**src/rtl/rng_counter_pkg.sv**
```systemverilog
package rng_counter_pkg;
  typedef enum logic [1:0] {
    ACT_HOLD = 2'd0,
    ACT_CLR  = 2'd1,
    ACT_LOAD = 2'd2,
    ACT_INC  = 2'd3
  } cnt_act_e;
endpackage

```
**src/rtl/rng_cnt_slice.sv**
```systemverilog
module rng_cnt_slice #(
  parameter int SW = 2
) (
  input  logic          clk,
  input  logic          s_clr,
  input  logic          s_ld,
  input  logic [SW-1:0] s_ld_val,
  input  logic          s_inc,
  output logic [SW-1:0] s_q,
  output logic          s_tc
);
  logic [SW-1:0] q_r;

  always_ff @(posedge clk) begin
    if (s_clr)      q_r <= '0;
    else if (s_ld)  q_r <= s_ld_val;
    else if (s_inc) q_r <= q_r + 1'b1;
  end

  assign s_q  = q_r;
  assign s_tc = &q_r;

  logic armed = 1'b0;
  always_ff @(posedge clk) if (s_clr) armed <= 1'b1;


  slice_idle_chk: assert property (@(posedge clk) disable iff (!armed)
    (!s_clr && !s_ld && !s_inc) |=> $stable(q_r));
endmodule

```
**src/rtl/rng_range_ctl.sv**
```systemverilog
module rng_range_ctl
  import rng_counter_pkg::*;
#(
  parameter int W = 4
) (
  input  logic         clk,
  input  logic [W-1:0] cur,
  input  logic         cnt_en,
  input  logic         ld,
  input  logic         clr,
  input  logic [W-1:0] ld_data,
  input  logic [W-1:0] start_val,
  input  logic [W-1:0] end_val,
  input  logic         use_start,
  input  logic         use_end,
  output cnt_act_e     act,
  output logic [W-1:0] act_val
);
  logic at_top, inverted, end_hit;

  assign at_top   = &cur;
  assign inverted = use_start && (end_val < start_val);
  assign end_hit  = use_end && !inverted && (cur == end_val);

  always_comb begin
    act     = ACT_HOLD;
    act_val = ld_data;
    if (clr) begin
      act = ACT_CLR;
    end else if (ld) begin
      act = ACT_LOAD;
    end else if (cnt_en) begin
      if (end_hit) begin
        if (use_start) begin
          act     = ACT_LOAD;
          act_val = start_val;
        end else begin
          act = ACT_CLR;
        end
      end else if (at_top && use_start) begin
        act     = ACT_LOAD;
        act_val = start_val;
      end else begin
        act = ACT_INC;
      end
    end
  end


  disabled_hold_chk: assert property (@(posedge clk)
    (!clr && !ld && !cnt_en) |-> (act == ACT_HOLD));
endmodule

```
**src/rtl/rng_counter.sv**
```systemverilog
module rng_counter
  import rng_counter_pkg::*;
#(
  parameter int WIDTH   = 4,
  parameter int SLICE_W = 2
) (
  input  logic             clk,
  input  logic             cnt_en,
  input  logic             ld,
  input  logic             clr,
  input  logic [WIDTH-1:0] ld_data,
  input  logic [WIDTH-1:0] start_val,
  input  logic [WIDTH-1:0] end_val,
  input  logic             use_start,
  input  logic             use_end,
  output logic [WIDTH-1:0] count,
  output logic             carry
);
  localparam int NSL = WIDTH / SLICE_W;

  cnt_act_e         act;
  logic [WIDTH-1:0] act_val;
  logic [NSL-1:0]   tc;
  logic [NSL:0]     chain;

  rng_range_ctl #(.W(WIDTH)) u_ctl (
    .clk(clk), .cur(count), .cnt_en(cnt_en), .ld(ld), .clr(clr),
    .ld_data(ld_data), .start_val(start_val), .end_val(end_val),
    .use_start(use_start), .use_end(use_end),
    .act(act), .act_val(act_val)
  );

  assign chain[0] = (act == ACT_INC);

  for (genvar k = 0; k < NSL; k++) begin : g_slice
    rng_cnt_slice #(.SW(SLICE_W)) u_slice (
      .clk(clk),
      .s_clr(act == ACT_CLR),
      .s_ld(act == ACT_LOAD),
      .s_ld_val(act_val[k*SLICE_W +: SLICE_W]),
      .s_inc(chain[k]),
      .s_q(count[k*SLICE_W +: SLICE_W]),
      .s_tc(tc[k])
    );
    assign chain[k+1] = chain[k] & tc[k];
  end

  assign carry = &tc;

  logic armed = 1'b0;
  always_ff @(posedge clk) if (clr) armed <= 1'b1;


  clear_zero_chk: assert property (@(posedge clk) disable iff (!armed && !clr)
    clr |=> (count == '0));

  load_take_chk: assert property (@(posedge clk) disable iff (!armed)
    (ld && !clr) |=> (count == $past(ld_data)));

  idle_stable_chk: assert property (@(posedge clk) disable iff (!armed)
    (!clr && !ld && !cnt_en) |=> $stable(count));

  carry_match_chk: assert property (@(posedge clk) disable iff (!armed)
    carry == (count == '1));

  free_wrap_chk: assert property (@(posedge clk) disable iff (!armed)
    (!clr && !ld && cnt_en && !use_start && !use_end && carry) |=> (count == '0));
endmodule

```
**config.mk**
```make
export PLATFORM = sky130hd
export DESIGN_NAME = rng_counter
export DESIGN_NICKNAME = d
export VERILOG_FILES = /design/src/rtl/rng_counter_pkg.sv /design/src/rtl/rng_cnt_slice.sv /design/src/rtl/rng_range_ctl.sv /design/src/rtl/rng_counter.sv
export SDC_FILE = /design/constraint.sdc
export NUM_CORES = 1
export LEC_CHECK = 0
export ABC_AREA = 1
export BUFFER_PORTS_ARGS = -buffer_cell sky130_fd_sc_hd__buf_2
export CORE_AREA = 2 2 41 43
export DETAILED_ROUTE_END_ITERATION = 7
export DIE_AREA = 0 0 43 45
export PLACE_DENSITY = 0.83
export SYNTH_ARGS = -nofsm -noshare
export SYNTH_HDL_FRONTEND = slang
export SYNTH_HIERARCHICAL = 1
export SYNTH_SLANG_ARGS = --single-unit
export TNS_END_PERCENT = 30
```
**constraint.sdc**
```tcl
create_clock -name clk -period 2.9 [get_ports clk]
set_clock_uncertainty 0.2 [all_clocks]
set_input_delay 0.435 -clock clk [delete_from_list [all_inputs] [get_ports clk]]
set_output_delay 0.435 -clock clk [all_outputs]
set_load 0.02 [all_outputs]
```
# [After elaboration in Yosys (flattened, before gate mapping)]
# Index checks and enable logic that the tools add are counted.
[totals] reg_bits=4 in_bits=18 word_cells=35
[classes] order_cmp=1 n_mux=16 add_sub_neg=2 reduce_logical=9 n_bitwise=1 eq_ne=4
[ops] cell="$mux 4" n=6
[ops] cell="$mux 2" n=9
[ops] cell="$add 2x1->2 const B" n=2
[ops] cell="$eq 2x2->1 const B" n=2
[ops] cell="$eq 4x4->1" n=1
[ops] cell="$logic_and 1x1->1" n=4
[ops] cell="$lt 4x4->1" n=1
[ops] cell="$reduce_and 4->1" n=1
[ops] cell="$reduce_bool 2->1" n=2
[ops] cell="$eq 2x1->1 const B" n=1
[ops] cell="$reduce_and 2->1" n=1
[ops] cell="$and 1x1->1" n=1
[ops] cell="$logic_not 1->1" n=1
[ops] cell="$mux 1" n=1

# [Longest topological paths before layout]
# Gate-level depths: netlist of the first run.
[logic_depth] depth_word=13 depth_mapped=16 depth_no_buf=16

# [Modules after synthesis]
# Netlist of the first run, hierarchy kept.
[by_module_without_submodules] module="rng_range_ctl" instances=1 seq_area_each_um2=0.0 cells_each=82 area_each_um2=434.2
[by_module_without_submodules] module="rng_cnt_slice" instances=2 seq_area_each_um2=40.0 cells_each=18 area_each_um2=116.4
[by_module_without_submodules] module="rng_counter" instances=1 seq_area_each_um2=0.0 cells_each=10 area_each_um2=40.0

# [Worst setup path after synthesis of the first run]
# OpenSTA, ideal clock, no wires.
[synth_timing] path_kind="input to register" startpoint="input port start_val[3]" endpoint="register g_slice[0].u_slice.q_r[0]" setup_time_ps=109 setup_slack_ps=589 cell_stages=15 t_arrival_ps=2002 n_path_buf=0 path_cell_list="inv_1 ha_1 nand2_1 nor3b_2 nand2_2 nand3_1 nand2_1 a21oi_2 inv_1 nor2_1 inv_1 nand3b_1 nand3_1 nand2_1 inv_1"
[synth_via] elab_chain_cells=11 elab_cells_between_ends=18 classes_between="1 x order compare; 3 x eq/ne; 9 x mux; 5 x reduce/logical"
[synth_lines] element="from (decl)" line_no="rng_counter.sv:12" source="input logic [WIDTH-1:0] start_val,"
[synth_lines] element="$lt 4x4->1 (*)" line_no="rng_range_ctl.sv:22" source="assign inverted = use_start && (end_val < start_val);"
[synth_lines] element="$logic_and 1x1->1 (*)" line_no="rng_range_ctl.sv:22"
[synth_lines] element="$logic_not 1->1 (*)" line_no="rng_range_ctl.sv:23" source="assign end_hit = use_end && !inverted && (cur == end_val);"
[synth_lines] element="$logic_and 1x1->1 (*) (2 in series)" line_no="rng_range_ctl.sv:23"
[synth_lines] element="$mux 2 (*)" line_no="rng_range_ctl.sv:33" source="if (end_hit) begin"
[synth_lines] element="$mux 2 (*)" line_no="rng_range_ctl.sv:32" source="end else if (cnt_en) begin"
[synth_lines] element="$mux 2 (*)" line_no="rng_range_ctl.sv:30" source="end else if (ld) begin"
[synth_lines] element="$mux 2 (*)" line_no="rng_range_ctl.sv:28" source="if (clr) begin"
[synth_lines] element="net act[1]" line_no="rng_counter.sv:21" source="cnt_act_e act;"
[synth_lines] element="$eq 2x2->1, on equally long branches" line_no="rng_counter.sv:39, rng_counter.sv:33"
[synth_lines] element="$mux 2 or $reduce_bool 2->1 (tied branches)"
[synth_lines] element="to (signal assigned)" line_no="rng_cnt_slice.sv:16" source="else if (s_ld) q_r <= s_ld_val;"
[synth_lines] element="to (signal assigned)" line_no="rng_cnt_slice.sv:17" source="else if (s_inc) q_r <= q_r + 1'b1;"
[synth_lines] element="to (decl)" line_no="rng_cnt_slice.sv:12" source="logic [SW-1:0] q_r;"
# Mark *: on every way through the listed nets, which the timed path passes. The rest lies on a longest branch.
# A chain may end at the register's enable or synchronous reset.

# [Worst setup path after layout of the first run]
[layout_timing] startpoint="input port start_val[3]" endpoint="register g_slice[0].u_slice.q_r[1]"
# Same word-level chain as after synthesis.

==> results.py, run 1 <==
metrics = {
    "yosys": {
        "synth_top_flop_cell": "dfxtp_1",
        "synth_top_cell_by_area": "nand2_1",
        "async_flop_share_pct": 0,
        "yosysWarnings": 6,
        "synth_edf_count": 0,
        "yosysSeqAreaShare_pct": 11.3,
        "synth.distinct_cells": 23,
        "ys_top_cells_by_area": "nand2_1, inv_1, nand3_1",
        "avgSynthCellArea_sq_um": 5.52,
        "synth-seq-cells": 4,
        "synthTopCellsByCount": "nand2_1, inv_1, nand3_1, ha_1",
        "synth_nets": 151,
        "synth_cells": 128,
        "syn-cell-area_sq_um": 707,
        "synth_top_area_share_pct": 22.3,
        "synthMostInstantiatedCell": "nand2_1",
    },
    "sta": {
        "timing.fmax_mhz": 421,
        "hold_viol": 0,
        "relSlewSlack_pct": 65.3,
        "fin_crit_ns": 2.38,
        "tightest_slew_ns": 0.517,
        "setup_tns_ns": 0,
        "finalMaxSlewViolations": 0,
        "worst_slack_ns": 0.522,
        "finalCritPeriodShare_pct": 82.0,
        "rsz0062_at_grt": "no",
        "setup_viol": 0,
    },
    "floorplan": {
        "die_h_um": 45,
        "start_util_pct": 48.0,
        "coreArea_sq_um": 1470,
        "row_count": 14,
        "die-area_sq_um": 1940,
        "fp.dieW_um": 43,
        "num_io_pins": 23,
    },
    "grt": {
        "track_usage_pct": 19.6,
        "grt_antenna_before_repair": 0,
        "grt_pass1_wl_um": 2960,
        "overflow": 0,
        "grt_start_max_net_pins": 10,
        "grt_pass1_vias": 780,
    },
    "finish": {
        "largest_register_ff_count": 4,
        "area_growth_pct": 21.1,
        "multi_input_area_sq_um": 500,
        "seqCellArea_sq_um": 80.1,
        "antenna_cells": 0,
        "drive_above_1_share_pct": 22.2,
        "utilization_pct": 58.2,
        "nFillCells": 157,
        "fin_cells": 169,
        "nets": 178,
        "final_area_sq_um": 856,
    },
    "worst_setup_path": {
        "crit_path_start": "start_val[3]",
        "setup.worst_path.start_class": "input pin",
        "rrSetupSlack_ns": 0.60,
        "critPathArrivalTime_ns": 2.31,
        "critPathCaptureType": "flip-flop",
        "reg2reg_to": "g_slice[0].u_slice/s_q[1]$_SDFFE_PP0P_",
        "crit_type": "input pin to flip-flop",
        "crit_path_max_fanout": 8,
        "cp.required_ns": 2.83,
        "rr_worst_depth": 13,
        "worstReg2RegStart": "g_slice[0].u_slice/s_q[1]$_SDFFE_PP0P_",
    },
    "cts": {
        "h-tree-depth": 1,
        "postCtsSetupRepairBufs": 0,
        "cts_buffer_depth": 2,
        "cts_resized": 0,
        "numCtsBuffers": 3,
        "ctsHoldBuffers": 0,
        "clock_latency_ns": 0.24,
        "path_clk_slew_ns": 0.04,
        "cts_tree": "yes",
        "clock-sinks": 4,
        "clockRootBuffer": "clkbuf_4",
    },
    "flow_run": {
        "maxCapViolations": 0,
    },
    "placed_design": {
        "dp.final_hpwl_um": 1450,
        "io_buffers": 22,
        "dpl_cell_area_sq_um": 833,
        "dp_slack_ns": 0.305,
        "placed_cells": 166,
        "gp_congestion": 0.866,
    },
    "min_path": {
        "hold_path_class": "flip-flop to flip-flop",
        "hold_depth": 4,
        "hp-start": "g_slice[1].u_slice/s_q[1]$_SDFFE_PP0P_",
        "holdPathEnd": "g_slice[1].u_slice/s_q[1]$_SDFFE_PP0P_",
    },
    "routing": {
        "viasPerCell": 4.90,
        "via_count": 828,
        "firstDrtPassIters": 4,
        "drc": 0,
        "wl_um": 1690,
        "ant_nets": 0,
        "wl_per_cell_um": 9.99,
        "drtIter0Drc": 14,
    },
    "power_and_ir_drop": {
        "ir_drop_mv": 0.220,
        "p_leak_nw": 0.527,
        "p_per_area_nw_per_um2": 284,
    },
    "run_status": {
        "status": "complete, no violations",
    },
}
[per-stage QoR]
step | total power (W) | hold slack, ns
floorplan | 0.000139 | 0.450
global placement | 0.000169 | 0.398
detailed placement | 0.000173 | 0.436
CTS | 0.000245 | 0.440
global route | 0.000268 | 0.480
finish | 0.000243 | 0.436
[metal layers]
layer / wire, um / track usage [%] / share of wire [%]
met3: 94 / 7.60 / 5.6
met4: 7 / 1.82 / 0.41
met1: 765 / 22.5 / 45
met5: 0 / 0 / 0
met2: 821 / 36.1 / 49
[layout make-up]
class / count / share of cell area [%]
tap: 16 / 2.34
clock buffer: 3 / 2.63
inverter: 30 / 13.5
multi-input combinational: 93 / 58.5
sequential: 4 / 9.36
timing repair buffer: 23 / 13.7
[worst max-delay path by stage]
stage / to / slack, ns / cells after the start
after floorplan: g_slice[0].u_slice/s_q[0]$_SDFFE_PP0P_ / 0.59 / 15
after global placement: g_slice[0].u_slice/s_q[0]$_SDFFE_PP0P_ / 0.40 / 16
after detailed placement: g_slice[0].u_slice/s_q[1]$_SDFFE_PP0P_ / 0.31 / 16
after CTS: g_slice[0].u_slice/s_q[1]$_SDFFE_PP0P_ / 0.55 / 16
after global routing: g_slice[0].u_slice/s_q[1]$_SDFFE_PP0P_ / 0.26 / 16
final: g_slice[0].u_slice/s_q[1]$_SDFFE_PP0P_ / 0.52 / 16
[kinds of logic (layout without fill, tap and decap cells)]
| logic type | count (synthesis) | after routing | share of synthesized area [%] |
|---|---|---|---|
| and+or+nand+nor | 76 | 76 | 49.6 |
| buffers and inverters | 31 | 56 | 17.9 |
| AOI/OAI and AO/OA | 7 | 7 | 5.49 |
| adders and majority gates | 5 | 5 | 8.85 |
| muxes | 4 | 4 | 5.66 |
| DFF | 4 | 4 | 11.3 |
| xor gates and xnor gates | 1 | 1 | 1.24 |
[worst max-delay path, cell delays in order]
cell and delay (ns):
buf_2 0.09, inv_1 0.05, ha_1 0.30, nand2_1 0.06, nor3b_2 0.16, nand2_2 0.12, nand3_1 0.10, nand2_1 0.06
a21oi_2 0.16, inv_1 0.05, nor2_1 0.33, inv_1 0.12, nand3_1 0.10, nand3_1 0.09, nand2_1 0.06, inv_1 0.04
[report_power, final]
group / switching (W) / internal, W / leakage [nW]
Sequential: 0.00000839 / 0.0000609 / 0.0328
Clock: 0.0000237 / 0.0000464 / 0.0138
Combinational: 0.0000617 / 0.0000417 / 0.481
[placed cells by master (no fill, tap or decap), types with 2 or more instances in the layout]
cell type  netlist  routed
nand2_1         42      42
inv_1           29      29
buf_2            0      22
nand3_1         17      17
ha_1             5       5
nor2_1           4       4
dfxtp_1          4       4
o21ai_0          4       4
mux2i_1          4       4
clkbuf_4         0       3
nor2_2           2       2
nand3b_1         2       2
nand2_2          2       2
nor3_1           2       2
(Power assumes the default switching activity.)
==> run 2, diff against run 1 <==
Settings changed: CORE_AREA 2 2 41 43 to 2 2 44 46, DIE_AREA 0 0 43 45 to 0 0 46 48, PLACE_DENSITY 0.83 to 0.76.
Clock period 2.9 ns to 2 ns, I/O delays scaled along.
==> run 2 against run 1 <==
Via count increased by 8.9%. Clock-buffer cell count unchanged. Sequential share of layout area decreased by 1.1 points. Largest cell class unchanged.
==> results.py, run 2 (synthesis gave the netlist of run 1 again) <==
metrics = {
    "run_status": {
        "status": "complete, no violations",
    },
    "grt": {
        "grtUsageMet3_pct": 1.13,
        "grt_pass1_vias": 756,
        "grt_busiest_layer": "met2",
        "grt_antenna_before_repair": 0,
        "overflow": 0,
        "grt_use_met1_pct": 22.2,
        "use_met2_pct": 34.4,
        "track_usage_pct": 18.3,
        "grt_start_max_net_pins": 9,
        "grt_pass1_wl_um": 2960,
    },
    "worst_setup_path": {
        "reg2reg_to": "g_slice[0].u_slice/s_q[0]$_SDFFE_PP0P_",
        "setup.worst_path.start_class": "input pin",
        "rrSetupSlack_ns": 0.04,
        "worstReg2RegStart": "g_slice[0].u_slice/s_q[0]$_SDFFE_PP0P_",
        "cp.required_ns": 1.93,
        "critPathCaptureType": "flip-flop",
        "rr_worst_depth": 12,
        "crit_path_max_fanout": 8,
        "critPathArrivalTime_ns": 1.89,
        "crit_type": "input pin to flip-flop",
    },
    "finish": {
        "nFillCells": 158,
        "layout_common_cells": "nand2_1, inv_1, buf_2, nand3_1, buf_4",
        "largest_register_ff_count": 4,
        "final_area_sq_um": 1040,
        "final_common_cell": "nand2_1",
        "drive_above_1_share_pct": 39.2,
        "antenna_cells": 0,
        "nets": 191,
        "area_growth_pct": 47.1,
    },
    "min_path": {
        "hold_path_class": "input pin to flip-flop",
        "hp-start": "ld_data[1]",
        "hold_depth": 7,
        "holdPathEnd": "g_slice[0].u_slice/s_q[1]$_SDFFE_PP0P_",
    },
    "placed_design": {
        "io_buffers": 22,
        "dp_slack_ns": -0.263,
        "dp.final_hpwl_um": 1570,
        "dpl_cell_area_sq_um": 961,
        "gp_congestion": 0.920,
    },
    "floorplan": {
        "start_util_pct": 41.9,
        "row_count": 15,
        "fp.dieW_um": 46,
        "coreArea_sq_um": 1690,
        "die-area_sq_um": 2210,
        "num_io_pins": 23,
        "die_h_um": 48,
    },
    "power_and_ir_drop": {
        "ir_drop_mv": 0.181,
        "power_frac_seq_pct": 24.4,
        "p_leak_nw": 0.605,
        "p_comb_share_pct": 50.1,
        "switchingPower_w": 0.000155,
        "p_clk_share_pct": 25.6,
        "p_per_area_nw_per_um2": 388,
        "p_int_w": 0.000249,
        "switching_share_pct": 38.3,
        "total_power_w": 0.000404,
    },
    "sta": {
        "fin_crit_ns": 1.96,
        "relSlewSlack_pct": 84.6,
        "finalCritPeriodShare_pct": 97.9,
        "setup_tns_ns": 0,
        "tightest_slew_ns": 0.229,
        "timing.fmax_mhz": 511,
        "finalMaxSlewViolations": 0,
        "worst_slack_ns": 0.0414,
        "setup_viol": 0,
        "rsz0062_at_grt": "yes",
        "hold_viol": 0,
    },
    "routing": {
        "wl_per_cell_um": 10.6,
        "firstDrtPassIters": 4,
        "drtIter0Drc": 28,
        "wl_um": 1940,
        "drc": 0,
        "viasPerCell": 4.93,
        "via_count": 902,
        "ant_nets": 0,
    },
    "cts": {
        "numCtsBuffers": 3,
        "clockRootBuffer": "clkbuf_4",
        "clock-sinks": 4,
        "h-tree-depth": 1,
        "clock_latency_ns": 0.23,
        "cts_tree": "yes",
        "cts_buffer_depth": 2,
        "path_clk_slew_ns": 0.04,
    },
    "flow_run": {
        "maxCapViolations": 0,
    },
}
-- run 2: cell count changes in the layout (fill, tap and decap cells not counted), sizes merged --
cell / change
buf: +13
-- run 2: power by group through the flow --
stage                     registers [W]   logic, W  clock network [W]
final                         0.0000984   0.000202           0.000103
after global routing          0.0000992   0.000225           0.000116
after CTS                     0.0000971   0.000183           0.000109
after detailed placement      0.0000984   0.000182                  0
after global placement        0.0000981   0.000175                  0
after floorplan                0.000110  0.0000988                  0
-- run 2: critical path: stages --
cell and delay, ns:
buf_8 0.10, inv_6 0.05, ha_4 0.19, nand2_2 0.05
nor3b_4 0.20, nand2_2 0.10, nand3_2 0.08, nand2_2 0.06
a21oi_4 0.15, inv_2 0.06, nor2_4 0.22, inv_2 0.06
nand3b_1 0.08, nand3_1 0.08, nand2_1 0.07, inv_1 0.03
-- run 2: worst max path at each step --
stage	from	endpoint	slack [ns]
after floorplan	start_val[2]	g_slice[1].u_slice/s_q[0]$_SDFFE_PP0P_	0.004
after global placement	start_val[3]	g_slice[1].u_slice/s_q[0]$_SDFFE_PP0P_	-0.20
after detailed placement	start_val[3]	g_slice[1].u_slice/s_q[0]$_SDFFE_PP0P_	-0.26
after CTS	start_val[3]	g_slice[1].u_slice/s_q[0]$_SDFFE_PP0P_	0.005
after global routing	g_slice[0].u_slice/s_q[1]$_SDFFE_PP0P_	g_slice[0].u_slice/s_q[0]$_SDFFE_PP0P_	-0.09
final	start_val[3]	g_slice[0].u_slice/s_q[0]$_SDFFE_PP0P_	0.04
-- run 2: final cells by class --
cell class              count  area [sq um]  share of cell area, %
multi-input cells          93           564                   54.3
well taps                  17          21.3                   2.05
clock buffers               3          22.5                   2.17
inverters                  30           120                   11.6
flip-flops and latches      4          86.3                   8.30
repair buffers             36           225                   21.7
-- run 2: repair_timing --
action | CTS | global route
setup buffers | 0 | 1
cloned | 0 | 0
pin swaps | 1 | 14
resized for setup | 0 | 14
endpoints found under the hold margin | 0 | 0
hold buffers | 0 | 0
setup endpoints to repair | 4 | 4
-- run 2: layer usage --
| layer | vias up | wire length, um |
|---|---|---|
| li1 | 470 | - |
| met1 | 396 | 807 |
| met2 | 36 | 1030 |
| met3 | 0 | 98 |
| met4 | 0 | 0 |
| met5 | - | 0 |
-- run 2: per-stage QoR --
| stage | cells | hold WS [ns] | utilization, % |
|---|---|---|---|
| after floorplan | 128 | 0.391 | - |
| after global placement | 179 | 0.387 | 56.9 |
| after detailed placement | 179 | 0.397 | 56.9 |
| after CTS | 182 | 0.305 | 58.2 |
| after global routing | 183 | 0.318 | 61.6 |
| final | 183 | 0.309 | 61.6 |
